[src/rtl/ped_pkg.sv]
package ped_pkg;
    localparam int ADC_W     = 11;
    localparam int PED_W     = 8;
    localparam int CH_N      = 16;
    localparam int ADDR_W    = $clog2(CH_N);
    localparam int RES_W     = 2;
    localparam int BASE_BITS = 8;
    localparam int TOP_LIMIT = 1920;

    typedef struct packed {
        logic [ADC_W-1:0] value;
        logic             zero;
        logic             ovf;
    } corr_t;

    // Overflow limit for a resolution code; the widest setting stops short of full scale.
    function automatic logic [ADC_W-1:0] ovf_limit(input logic [RES_W-1:0] res);
        logic [ADC_W-1:0] lim;
        if (res == RES_W'((1 << RES_W) - 1))
            lim = ADC_W'(TOP_LIMIT);
        else
            lim = ADC_W'(1) << (BASE_BITS + int'(res));
        return lim;
    endfunction
endpackage

[src/rtl/ped_store.sv]
module ped_store
    import ped_pkg::*;
#(
    parameter int N_CH  = CH_N,
    parameter int DW    = PED_W,
    localparam int AW   = $clog2(N_CH)
) (
    input  logic          clk,
    input  logic          rst_n,
    input  logic          busy,
    input  logic          host_wr,
    input  logic          host_rd,
    input  logic [AW-1:0] host_addr,
    input  logic [DW-1:0] host_wdata,
    output logic [DW-1:0] host_rdata,
    output logic          host_ack,
    input  logic [AW-1:0] look_addr,
    output logic [DW-1:0] look_ped
);
    typedef struct packed {
        logic [N_CH-1:0][DW-1:0] mem;
        logic [DW-1:0]           rdata;
        logic                    ack;
    } store_t;

    store_t s_d, s_q;

    always_comb begin
        s_d       = s_q;
        s_d.ack   = 1'b0;
        s_d.rdata = '0;
        if (!busy) begin
            if (host_wr)
                s_d.mem[host_addr] = host_wdata;
            if (host_rd)
                s_d.rdata = s_q.mem[host_addr];
            s_d.ack = host_wr | host_rd;
        end
    end

    always_ff @(posedge clk or negedge rst_n) begin
        if (!rst_n) s_q <= '0;
        else        s_q <= s_d;
    end

    assign host_rdata = s_q.rdata;
    assign host_ack   = s_q.ack;
    assign look_ped   = s_q.mem[look_addr];

    // a busy cycle leaves the table untouched and acknowledges nothing
    p_busy_keeps_table_r3: assert property (@(posedge clk) disable iff (!rst_n)
        busy |=> (s_q.mem == $past(s_q.mem)));
    p_busy_no_ack_r3: assert property (@(posedge clk) disable iff (!rst_n)
        busy |=> (!host_ack && host_rdata == '0));
    // an idle ready cycle never acknowledges
    p_idle_no_ack_r2: assert property (@(posedge clk) disable iff (!rst_n)
        (!host_wr && !host_rd) |=> !host_ack);
endmodule

[src/rtl/ped_correct.sv]
module ped_correct
    import ped_pkg::*;
#(
    parameter int AW = ADC_W,
    parameter int PW = PED_W
) (
    input  logic [AW-1:0]    adc,
    input  logic [PW-1:0]    ped,
    input  logic             ped_en,
    input  logic [RES_W-1:0] res_sel,
    output corr_t            result
);
    logic [AW-1:0] sub_amt;
    logic [AW-1:0] limit;

    always_comb begin
        sub_amt      = ped_en ? AW'(ped) : '0;
        limit        = ovf_limit(res_sel);
        result       = '0;
        if (adc >= limit) begin
            result.value = '1;
            result.ovf   = 1'b1;
        end else if (adc <= sub_amt) begin
            result.zero  = 1'b1;
        end else begin
            result.value = adc - sub_amt;
        end
    end
endmodule

[src/rtl/ped_sub_unit.sv]
module ped_sub_unit
    import ped_pkg::*;
#(
    parameter int N_CH = CH_N,
    parameter int DW   = PED_W,
    parameter int SW   = ADC_W,
    localparam int AW  = $clog2(N_CH)
) (
    input  logic             clk,
    input  logic             rst_n,
    input  logic             busy,
    input  logic             host_wr,
    input  logic             host_rd,
    input  logic [AW-1:0]    host_addr,
    input  logic [DW-1:0]    host_wdata,
    output logic [DW-1:0]    host_rdata,
    output logic             host_ack,
    input  logic [AW-1:0]    ch_addr,
    input  logic [SW-1:0]    adc_data,
    input  logic             ped_en,
    input  logic [RES_W-1:0] res_sel,
    output logic [SW-1:0]    corr_value,
    output logic             zero_flag,
    output logic             ovf_flag
);
    logic [DW-1:0] ch_ped;
    corr_t         out_d, out_q;

    ped_store #(.N_CH(N_CH), .DW(DW)) u_store (
        .clk       (clk),
        .rst_n     (rst_n),
        .busy      (busy),
        .host_wr   (host_wr),
        .host_rd   (host_rd),
        .host_addr (host_addr),
        .host_wdata(host_wdata),
        .host_rdata(host_rdata),
        .host_ack  (host_ack),
        .look_addr (ch_addr),
        .look_ped  (ch_ped)
    );

    ped_correct #(.AW(SW), .PW(DW)) u_correct (
        .adc    (adc_data),
        .ped    (ch_ped),
        .ped_en (ped_en),
        .res_sel(res_sel),
        .result (out_d)
    );

    always_ff @(posedge clk or negedge rst_n) begin
        if (!rst_n) out_q <= '0;
        else        out_q <= out_d;
    end

    assign corr_value = out_q.value;
    assign zero_flag  = out_q.zero;
    assign ovf_flag   = out_q.ovf;

    // overflow always carries the saturated code
    p_ovf_code_r7: assert property (@(posedge clk) disable iff (!rst_n)
        ovf_flag |-> (corr_value == '1 && !zero_flag));
    // a full-scale sample overflows at every resolution
    p_full_scale_r7: assert property (@(posedge clk) disable iff (!rst_n)
        (adc_data == '1) |=> ovf_flag);
    // a clamped result is zero
    p_zero_value_r6: assert property (@(posedge clk) disable iff (!rst_n)
        zero_flag |-> (corr_value == '0));
    // flags only follow a sample above the smallest limit
    p_ovf_latency_r9: assert property (@(posedge clk) disable iff (!rst_n)
        ovf_flag |-> ($past(adc_data) >= SW'(256)));
    // with no subtraction, a zero sample is the only way to clamp
    p_no_sub_zero_r5: assert property (@(posedge clk) disable iff (!rst_n)
        (!ped_en && adc_data != '0) |=> !zero_flag);
endmodule

[config.mk]
export PLATFORM = sky130hd
export DESIGN_NAME = ped_sub_unit
export DESIGN_NICKNAME = d
export VERILOG_FILES = /design/src/rtl/ped_pkg.sv /design/src/rtl/ped_store.sv /design/src/rtl/ped_correct.sv /design/src/rtl/ped_sub_unit.sv
export SDC_FILE = /design/constraint.sdc
export NUM_CORES = 1
export LEC_CHECK = 0
export ABC_AREA = 1
export BUFFER_PORTS_ARGS = -buffer_cell sky130_fd_sc_hd__buf_2
export CAP_MARGIN = 25
export CORE_MARGIN = 4
export CORE_UTILIZATION = 36
export DETAILED_ROUTE_END_ITERATION = 16
export PLACE_DENSITY = 0.49
export RECOVER_POWER = 50
export SETUP_SLACK_MARGIN = 0.1
export SLEW_MARGIN = 20
export SYNTH_ARGS = -nofsm -noshare
export SYNTH_HDL_FRONTEND = slang
export SYNTH_HIERARCHICAL = 1
export SYNTH_SLANG_ARGS = --single-unit
[constraint.sdc]
create_clock -name clk -period 2.5 [get_ports clk]
set_input_delay 0.125 -clock clk [delete_from_list [all_inputs] [get_ports clk]]
set_output_delay 0.125 -clock clk [all_outputs]
set_load 0.02 [all_outputs]
==> results of run 1 <==
==> worst max path at each step <==
| stage | slack [ns] | startpoint | endpoint | depth (start not counted) |
|---|---|---|---|---|
| after CTS | 0.10 | u_store/s_q[55] | corr_value[1] | 15 |
| after floorplan | 0.24 | ch_addr[0] | corr_value[8] | 18 |
| after detailed placement | -0.003 | ch_addr[0] | corr_value[8] | 19 |
| after global routing | 0.07 | u_store/s_q[113] | corr_value[10] | 18 |
| final | 0.25 | u_store/s_q[52] | corr_value[6] | 17 |
| after global placement | -0.007 | ch_addr[0] | corr_value[8] | 19 |
==> area by class of cell <==
class / count / share of cell area, %
clock inverter: 8 / 1.21
tap: 319 / 3.87
sequential: 150 / 36.4
clock buffer: 23 / 4.44
multi-input combinational: 943 / 42.5
inverter: 110 / 4.06
timing repair buffer: 109 / 7.47
==> metal layers <==
layer  part of all wire, %  up-vias  global-route usage [%]
li1                      -     4147                       -
met5                     0        -                       0
met4                   1.0        0                    4.19
met1                    48     3770                    30.3
met2                    46      181                    33.8
met3                   4.1       16                    2.63
==> state kept, by name, indices dropped and copies added (netlist names) <==
signal              count
u_store/s_q           128
corr_value             11
u_store/host_rdata      8
ovf_flag                1
u_store/host_ack        1
zero_flag               1
==> report_power, final <==
part	switching, W	internal, W	leakage [nW]
sequential	0.000324	0.00286	1.92
combinational	0.00101	0.000658	3.07
clock	0.00103	0.00159	0.281
total	0.00237	0.00511	5.27
==> stage by stage <==
step | setup WS (ns) | hold WS, ns | area (um^2)
after global placement | -0.00720 | 0.119 | 9500
after CTS | 0.101 | 0.0606 | 10100
after global routing | 0.0739 | 0.0969 | 10300
after floorplan | 0.235 | -0.171 | 8750
after detailed placement | -0.00281 | 0.119 | 9500
final | 0.246 | 0.0718 | 10300
==> kinds of logic after synthesis <==
| kind of cell | synth area share (%) |
|---|---|
| AOI/OAI and AO/OA | 14.8 |
| xor gates and xnor gates | 0.300 |
| adders and majority gates | 2.23 |
| buffers and inverters | 8.81 |
| DFF | 42.9 |
| and+or+nand+nor | 31.0 |
==> cell usage after synthesis (3+ instances only) <==
master | n | share of area (%)
ha_1 | 14 | 2.0
clkbuf_1 | 59 | 2.5
buf_2 | 3 | 0.17
dfrtp_1 | 150 | 43
o21ai_2 | 7 | 0.70
a21oi_1 | 32 | 1.8
nor2_1 | 32 | 1.4
o21ai_0 | 155 | 8.9
xnor2_1 | 3 | 0.30
o21ai_1 | 4 | 0.23
o211ai_1 | 36 | 3.1
nand3_1 | 58 | 3.3
buf_1 | 13 | 0.56
nand2_1 | 590 | 25
inv_1 | 107 | 4.6
buf_4 | 9 | 0.77
==> worst reg2reg max path, stage by stage (launching register included) <==
cell	delay, ns
dfrtp_1	0.37
inv_1	0.05
a21oi_1	0.10
o21ai_0	0.10
nand3_1	0.07
nand3_1	0.14
nand2_2	0.14
nand2_1	0.10
ha_4	0.32
nand2_2	0.07
inv_2	0.07
nand2_1	0.06
nor2_1	0.11
nand2_1	0.07
nand3_2	0.08
nand2_4	0.09
buf_12	0.14
o21ai_2	0.13
==> timing repair <==
action	4_1_cts	5_1_grt
hold buffers	1	0
pin swaps	0	22
resized for setup	1	35
setup buffers	0	12
setup endpoints to repair	1	12
endpoints found under the hold margin	47	0
==> impl_metrics.toml, run 1 <==
[routing]
drtIter0Drc = 675
route.detailed.drc = 0
viasPerCell = 4.88
vias = 8114
drt_wl_total_um = 27000
firstDrtPassIters = 6
post_drt_wl_per_cell_um = 16.2
antenna_left = 0

[layout]
nets = 1381
num-fill-cells = 2533
n_antenna_cell = 0
final_common_cell = "nand2_1"
finalNonFillerCells = 1662
final_cell_mix = "nand2_1, dfrtp_1, o21ai_0"
multiInputGateArea_mm2 = 0.00438
drive_above_1_share_pct = 12.4
syn2layout_area_growth_pct = 17.8
regArea_mm2 = 0.00375
final_util_pct = 43.5

[worst_setup_path]
critPathMaxStageDelay_ns = 0.37
r2r_slack_ns = 0.25
critPathMaxFanout = 5
worst-setup-path-type = "reg -> reg"
cp.arrival_ns = 2.60
crit_chain = "inv_1, a21oi_1, o21ai_0, nand3_1, nand3_1, nand2_2, nand2_1, ha_4, nand2_2, inv_2, nand2_1, nor2_1, nand2_1, nand3_2, nand2_4, buf_12, o21ai_2"
crit_path_end_kind = "flip-flop"
cp_data_required_time_ns = 2.85
r2r_start = "u_store/s_q[52]"
r2r_end = "corr_value[6]"
path_delay_family = "simple AND/OR/NAND/NOR gates"
reg2reg_depth = 17
critPathSlowestCell = "dfrtp_1"
crit_path_start_kind = "flip-flop"
crit_top_cell = "nand2_1"
critical_path_buf_inv_count = 3

[logic_synthesis]
synth_edf_count = 0
syn_area_mm2 = 0.00875
synth.distinct_cells = 28
synth_top_flop_cell = "dfrtp_1"
yosysSeqAreaShare_pct = 42.9
yosys_warnings = 6
ys_ff_latch = 150
syn_inst = 1287
syn-num-nets = 1337
ys_async_sr_fraction_pct = 100
avgSynthCellArea_um2 = 6.80

[hold_path]
hold_depth = 4
hp-class = "in -> reg"
hold_start = "adc_data[10]"
hold_path_end = "corr_value[10]"

[place]
place.gp.congestion = 0.825
placed_cells = 1618
io_buffers = 56
dpl.hpwl_um = 18900

[grt]
grt_usage_pct = 20.9
antenna_found_initial = 0
grt_max_degree = 51
overflow = 0
grt_pass1_wl_um = 43700
grt_pass1_vias = 7615

[floorplan]
io_pins = 57
die_w_um = 164
initial_core_util_pct = 36.9
coreArea_mm2 = 0.0237
rows = 56
die_h_um = 164
dieArea_mm2 = 0.0269

[clocking]
cts_tree = "done"
htree_levels = 4
clock_latency_ns = 0.42
cts.sinks = 150
cts_root_buf = "clkbuf_16"
cts_max_path_buffers = 2
path_clk_slew_ns = 0.06
cts_inserted_buffers = 17

[timing]
finalCritPeriodShare_pct = 90.2
slew_violations = 0
fmax_mhz = 444
tns_ns = 0
rsz0062_at_grt = "no"
hold_viol = 0
setup_viol = 0
slew_headroom_pct = 6.59
final.setup_skew_ns = 0.0113
tightest_slew_ns = 1.40
period_minus_slack_ns = 2.25

[pwr]
cellPowerDensity_mw_per_mm2 = 725
p_leak_nw = 5.27
p_total_w = 0.00747
vdd_drop_max_uv = 353

[outcome]
status = "finished, final reports clean"

[job]
maxCapViolCount = 0
No activity file was read; power rests on OpenSTA's default activity.
==> inputs of run 2 (changes only) <==
--- a/config.mk
+++ b/config.mk
@@ -17,5 +17,5 @@
 export SLEW_MARGIN = 20
 export SYNTH_ARGS = -nofsm -noshare
 export SYNTH_HDL_FRONTEND = slang
-export SYNTH_HIERARCHICAL = 1
 export SYNTH_SLANG_ARGS = --single-unit
+export TNS_END_PERCENT = 30
==> impl_metrics.toml, run 2 <==
[floorplan]
dieArea_mm2 = 0.0254
rows = 55
die_h_um = 159
io_pins = 57
die_w_um = 159
initial_core_util_pct = 36.6
coreArea_mm2 = 0.0226

[logic_synthesis]
syn_inst = 1135
synth_common_cells = "nand2_1, o21ai_0, dfrtp_1, inv_1, nor2_1"
syn_area_mm2 = 0.00826
avgSynthCellArea_um2 = 7.27
synth_most_common_cell = "nand2_1"
ys_async_sr_fraction_pct = 100
synth_top_flop_cell = "dfrtp_1"
yosys.area.top_type_share_pct = 45.5
syn-num-nets = 1186
ys_top_cells_by_area = "dfrtp_1, nand2_1, o21ai_0"
yosys_warnings = 0
synth.distinct_cells = 31
synth_edf_count = 0
yosysSeqAreaShare_pct = 45.5
synth_area_leader_cell = "dfrtp_1"
ys_ff_latch = 150

[worst_setup_path]
crit_path_end_kind = "flip-flop"
r2r_slack_ns = 0.13
crit_path_start_kind = "flip-flop"
critPathMaxFanout = 3
cp.arrival_ns = 2.66
reg2reg_depth = 14
r2r_end = "corr_value[4]"
cp_data_required_time_ns = 2.80
critPathLaunch = "u_store.s_q[113]"
r2r_start = "u_store.s_q[113]"
critPathCapture = "corr_value[4]"
worst-setup-path-type = "reg -> reg"

[layout]
final_cell_mix = "nand2_1, o21ai_0, dfrtp_1"
drive_above_1_share_pct = 14.9
largest-register = "u_store.s_q"
nets = 1251
finalNonFillerCells = 1498
largest_register_ffs = 128
n_antenna_cell = 0
final_common_cell = "nand2_1"
syn2layout_area_growth_pct = 19.5

[place]
dpl.hpwl_um = 19000
place_ws_ns = -0.0739
placed_cells = 1461
io_buffers = 56
place.gp.congestion = 0.853

[timing]
tightest_slew_ns = 1.63
slew_violations = 62
period_minus_slack_ns = 2.37
setup_viol = 0
rsz0062_at_grt = "yes"
hold_viol = 0
fin_ws_ns = 0.133
slew_headroom_pct = -8.69
final.setup_skew_ns = 0.00778
finalCritPeriodShare_pct = 94.7
fmax_mhz = 422

[hold_path]
hp-class = "in -> reg"

[clocking]
htree_levels = 4
cts_tree = "done"
cts_max_path_buffers = 2
path_clk_slew_ns = 0.06
cts.sinks = 150
cts_root_buf = "clkbuf_16"
cts_inserted_buffers = 17
clock_latency_ns = 0.43

[routing]
vias = 7701
route.detailed.drc = 0
viasPerCell = 5.14
drtIter0Drc = 701
antenna_left = 0
firstDrtPassIters = 5
drt_wl_total_um = 27500
post_drt_wl_per_cell_um = 18.4

[grt]
grt_pass1_wl_um = 43200
overflow = 0
antenna_found_initial = 0
grt_max_degree = 62
grt_usage_pct = 21.6
grt_pass1_vias = 7372

[pwr]
p_leak_nw = 4.66
intPower_w = 0.00504
p_comb_share_pct = 20.8
cellPowerDensity_mw_per_mm2 = 746
swShare_pct = 31.6
vdd_drop_max_uv = 358
clkPwrFrac_pct = 36.4
p_sw_w = 0.00232
power_frac_seq_pct = 42.8

[job]
maxCapViolCount = 1

[outcome]
status = "complete, but fails checks"
violations = "capacitance limit, slew limit"
## run 2: area by class of cell
type                    instances  area [um^2]
repair buffers                116          793
clock inverters                12          153
inverters                      95          357
fillers                      2383        12700
flip-flops and latches        150         3750
well taps                     285          357
multi-input cells             820         4010
clock buffers                  20          447
## run 2: timing repair
action,CTS,global route
hold buffers,1,0
gates resized for setup,5,48
setup endpoints to repair,5,12
setup buffers,0,4
pin swaps,3,20
endpoints found under the hold margin,58,0
## run 2: power groups by stage
stage / sequential (W) / clock, W / combinational [W]
floorplan: 0.00315 / 0 / 0.000901
global placement: 0.00318 / 0 / 0.00146
detailed placement: 0.00318 / 0 / 0.00147
CTS: 0.00314 / 0.00271 / 0.00149
global route: 0.00321 / 0.00282 / 0.00174
finish: 0.00315 / 0.00268 / 0.00153
## run 2: worst max-delay path, stage by stage (launching register included)
cell	delay, ns
dfrtp_1	0.36
inv_2	0.06
nand2_1	0.05
nand2_1	0.04
o211ai_1	0.23
nand3_2	0.16
a21boi_2	0.18
ha_2	0.18
inv_2	0.04
fa_2	0.40
nand3_2	0.10
nand2_4	0.08
buf_6	0.13
xnor2_2	0.15
o21ai_1	0.07
## run 2: worst min path at each step
stage	slack (ns)	endpoint	from	cells past startpoint
floorplan	-0.17	corr_value[0]	rst_n	0
global placement	0.16	u_store.s_q[64]	rst_n	1
detailed placement	0.16	u_store.s_q[57]	rst_n	1
CTS	0.04	corr_value[10]	adc_data[10]	4
global route	0.08	corr_value[8]	adc_data[8]	4
finish	0.04	corr_value[8]	adc_data[8]	4
## run 2: metrics by stage
stage	hold WS [ns]	total power (W)	TNS, ns	area, um^2	utilization (%)
finish	0.0439	0.00736	0	9870	43.7
detailed placement	0.157	0.00465	-0.463	9090	40.3
floorplan	-0.171	0.00405	0	8260	-
global placement	0.159	0.00464	-0.303	9090	40.3
global route	0.0823	0.00777	0	9870	43.7
CTS	0.0408	0.00733	0	9720	43.0
## run 2: cells by family (layout without fill, tap and decap cells)
| group | after synthesis | in the layout | share of synthesized area (%) |
|---|---|---|---|
| adders and majority gates | 16 | 16 | 2.52 |
| buffers and inverters | 165 | 243 | 8.20 |
| DFF | 150 | 150 | 45.5 |
| xor gates and xnor gates | 4 | 4 | 0.424 |
| and+or+nand+nor | 485 | 485 | 23.6 |
| AOI/OAI and AO/OA | 315 | 315 | 19.8 |
## run 2: metal layers
metal  global-route usage (%)  vias to the layer above  wire length (um)
met3                     3.86                       27              1220
met5                        0                        -                 0
met4                     6.00                        0               627
met1                     30.4                     3645             13100
met2                     34.2                      193             12600
li1                         -                     3836                 -
==> inputs of run 3 (changes only) <==
--- a/config.mk
+++ b/config.mk
@@ -9,9 +9,9 @@
 export BUFFER_PORTS_ARGS = -buffer_cell sky130_fd_sc_hd__buf_2
 export CAP_MARGIN = 25
 export CORE_MARGIN = 4
-export CORE_UTILIZATION = 36
+export CORE_UTILIZATION = 40
 export DETAILED_ROUTE_END_ITERATION = 16
-export PLACE_DENSITY = 0.49
+export PLACE_DENSITY = 0.54
 export RECOVER_POWER = 50
 export SETUP_SLACK_MARGIN = 0.1
 export SLEW_MARGIN = 20
==> impl_metrics.toml, run 3 (same netlist as run 2, synthesis figures left out) <==
[place]
place.gp.congestion = 0.833
placed_cells = 1450
io_buffers = 56
dpl.hpwl_um = 18100

[outcome]
violations = "capacitance limit, slew limit"
status = "complete, but fails checks"

[timing]
final.setup_skew_ns = 0.0124
tightest_slew_ns = 1.64
fmax_mhz = 440
hold_viol = 0
slew_headroom_pct = -9.27
finalCritPeriodShare_pct = 90.9
period_minus_slack_ns = 2.27
hold_slack_ns = 0.0416
rsz0062_at_grt = "yes"
slew_violations = 63
setup_viol = 0

[clocking]
cts.sinks = 150
path_clk_slew_ns = 0.06
cts_tree = "done"
cts_inserted_buffers = 17
cts_root_buf = "clkbuf_16"
clock_latency_ns = 0.43
htree_levels = 4
cts_max_path_buffers = 2

[grt]
grt_max_degree = 64
grt_pass1_wl_um = 41600
overflow = 0
grt_usage_pct = 23.9
grt_pass1_vias = 7267
antenna_found_initial = 0

[routing]
route.detailed.drc = 0
top_layer = "met4"
wl_met1_um = 12100
firstDrtPassIters = 5
antenna_left = 0
vias = 7752
post_drt_wl_per_cell_um = 17.9
wl_met2_um = 12000
viasPerCell = 5.22
drtIter0Drc = 666
route.met3.wl_um = 1830
drt_wl_total_um = 26600

[layout]
regArea_mm2 = 0.00375
largest_register_ffs = 128
n_antenna_cell = 0
nets = 1254
finalNonFillerCells = 1486
drive_above_1_share_pct = 14.1
final_common_cell = "nand2_1"
num-fill-cells = 2123
syn2layout_area_growth_pct = 19.0
largest-register = "u_store.s_q"
final_cell_mix = "nand2_1, o21ai_0, dfrtp_1"
multiInputGateArea_mm2 = 0.00397

[pwr]
p_sw_w = 0.00232
clkPwrFrac_pct = 35.8
p_comb_share_pct = 20.9
power_frac_seq_pct = 43.3
p_total_w = 0.00727
vdd_drop_max_uv = 461
intPower_w = 0.00495
swShare_pct = 31.9
p_leak_nw = 4.64
cellPowerDensity_mw_per_mm2 = 740

[floorplan]
io_pins = 57
coreArea_mm2 = 0.0203
initial_core_util_pct = 40.7
dieArea_mm2 = 0.0230
die_h_um = 152
rows = 52
die_w_um = 152

[worst_setup_path]
critPathMaxFanout = 5
worst-setup-path-type = "reg -> reg"
crit_path_end_kind = "flip-flop"
cp.arrival_ns = 2.62
cp_data_required_time_ns = 2.85
crit_path_start_kind = "flip-flop"

[hold_path]
hp-class = "in -> reg"

[job]
maxCapViolCount = 1
run 3: critical path, stage by stage, from the launching register on:
cell and delay [ns]:
dfrtp_1 0.34, inv_1 0.05, a21oi_1 0.11, o21ai_0 0.11, nand3_1 0.15, nand3_1 0.15
nand2_1 0.11, nand2_1 0.11, ha_4 0.31, nand2_1 0.07, nor2_1 0.15, nand3_1 0.09
nand3_1 0.08, nand2_2 0.09, buf_4 0.15, o21ai_0 0.13
run 3: cell type report:
class / count / area share [%]
Tap cell: 270 / 3.44
Clock inverter: 12 / 1.48
Inverter: 95 / 3.63
Timing Repair Buffer: 119 / 8.33
Clock buffer: 20 / 4.55
Sequential cell: 150 / 38.2
Multi-Input combinational cell: 820 / 40.4
run 3: power by group through the flow:
stage	sequential [W]	clock (W)	combinational (W)
final	0.00315	0.00260	0.00152
after global routing	0.00321	0.00276	0.00173
after CTS	0.00314	0.00265	0.00147
after detailed placement	0.00318	0	0.00146
after global placement	0.00318	0	0.00144
after floorplan	0.00315	0	0.000901
run 3: final timing paths:
check                                  from                     to  slack, ns  depth (start not counted)
min in group asynchronous             rst_n  u_store.host_rdata[5]       0.65                          2
min reg2reg                u_store.s_q[120]       u_store.s_q[120]       0.48                          2
max reg2reg                u_store.s_q[120]          corr_value[2]       0.23                         15
max in group asynchronous             rst_n       u_store.s_q[115]       0.75                          3
min                            adc_data[10]         corr_value[10]       0.04                          4
max                        u_store.s_q[120]          corr_value[2]       0.23                         15
run 3: metal layers:
| layer | vias up | track usage [%] |
|---|---|---|
| met4 | 0 | 8.58 |
| li1 | 3831 | - |
| met2 | 260 | 37.2 |
| met1 | 3621 | 33.2 |
| met3 | 40 | 4.76 |
| met5 | - | 0 |
run 3: metrics by stage:
step / instance area, um^2 / TNS (ns) / util, % / worst slack (ns)
2_1_floorplan: 8260 / 0 / - / 0.223
3_3_place_gp: 9090 / -0.210 / 44.8 / -0.0378
3_5_place_dp: 9090 / -0.663 / 44.8 / -0.101
4_1_cts: 9700 / 0 / 47.8 / 0.0986
5_1_grt: 9830 / 0 / 48.4 / 0.0499
6_report: 9830 / 0 / 48.4 / 0.226
run 3: what timing repair did:
item,CTS,global route
hold buffers,1,0
resized for setup,1,47
pin swaps,0,18
buffers inserted,0,3
endpoints found under the setup margin,3,12
gates cloned,0,0
hold endpoints to repair,60,0
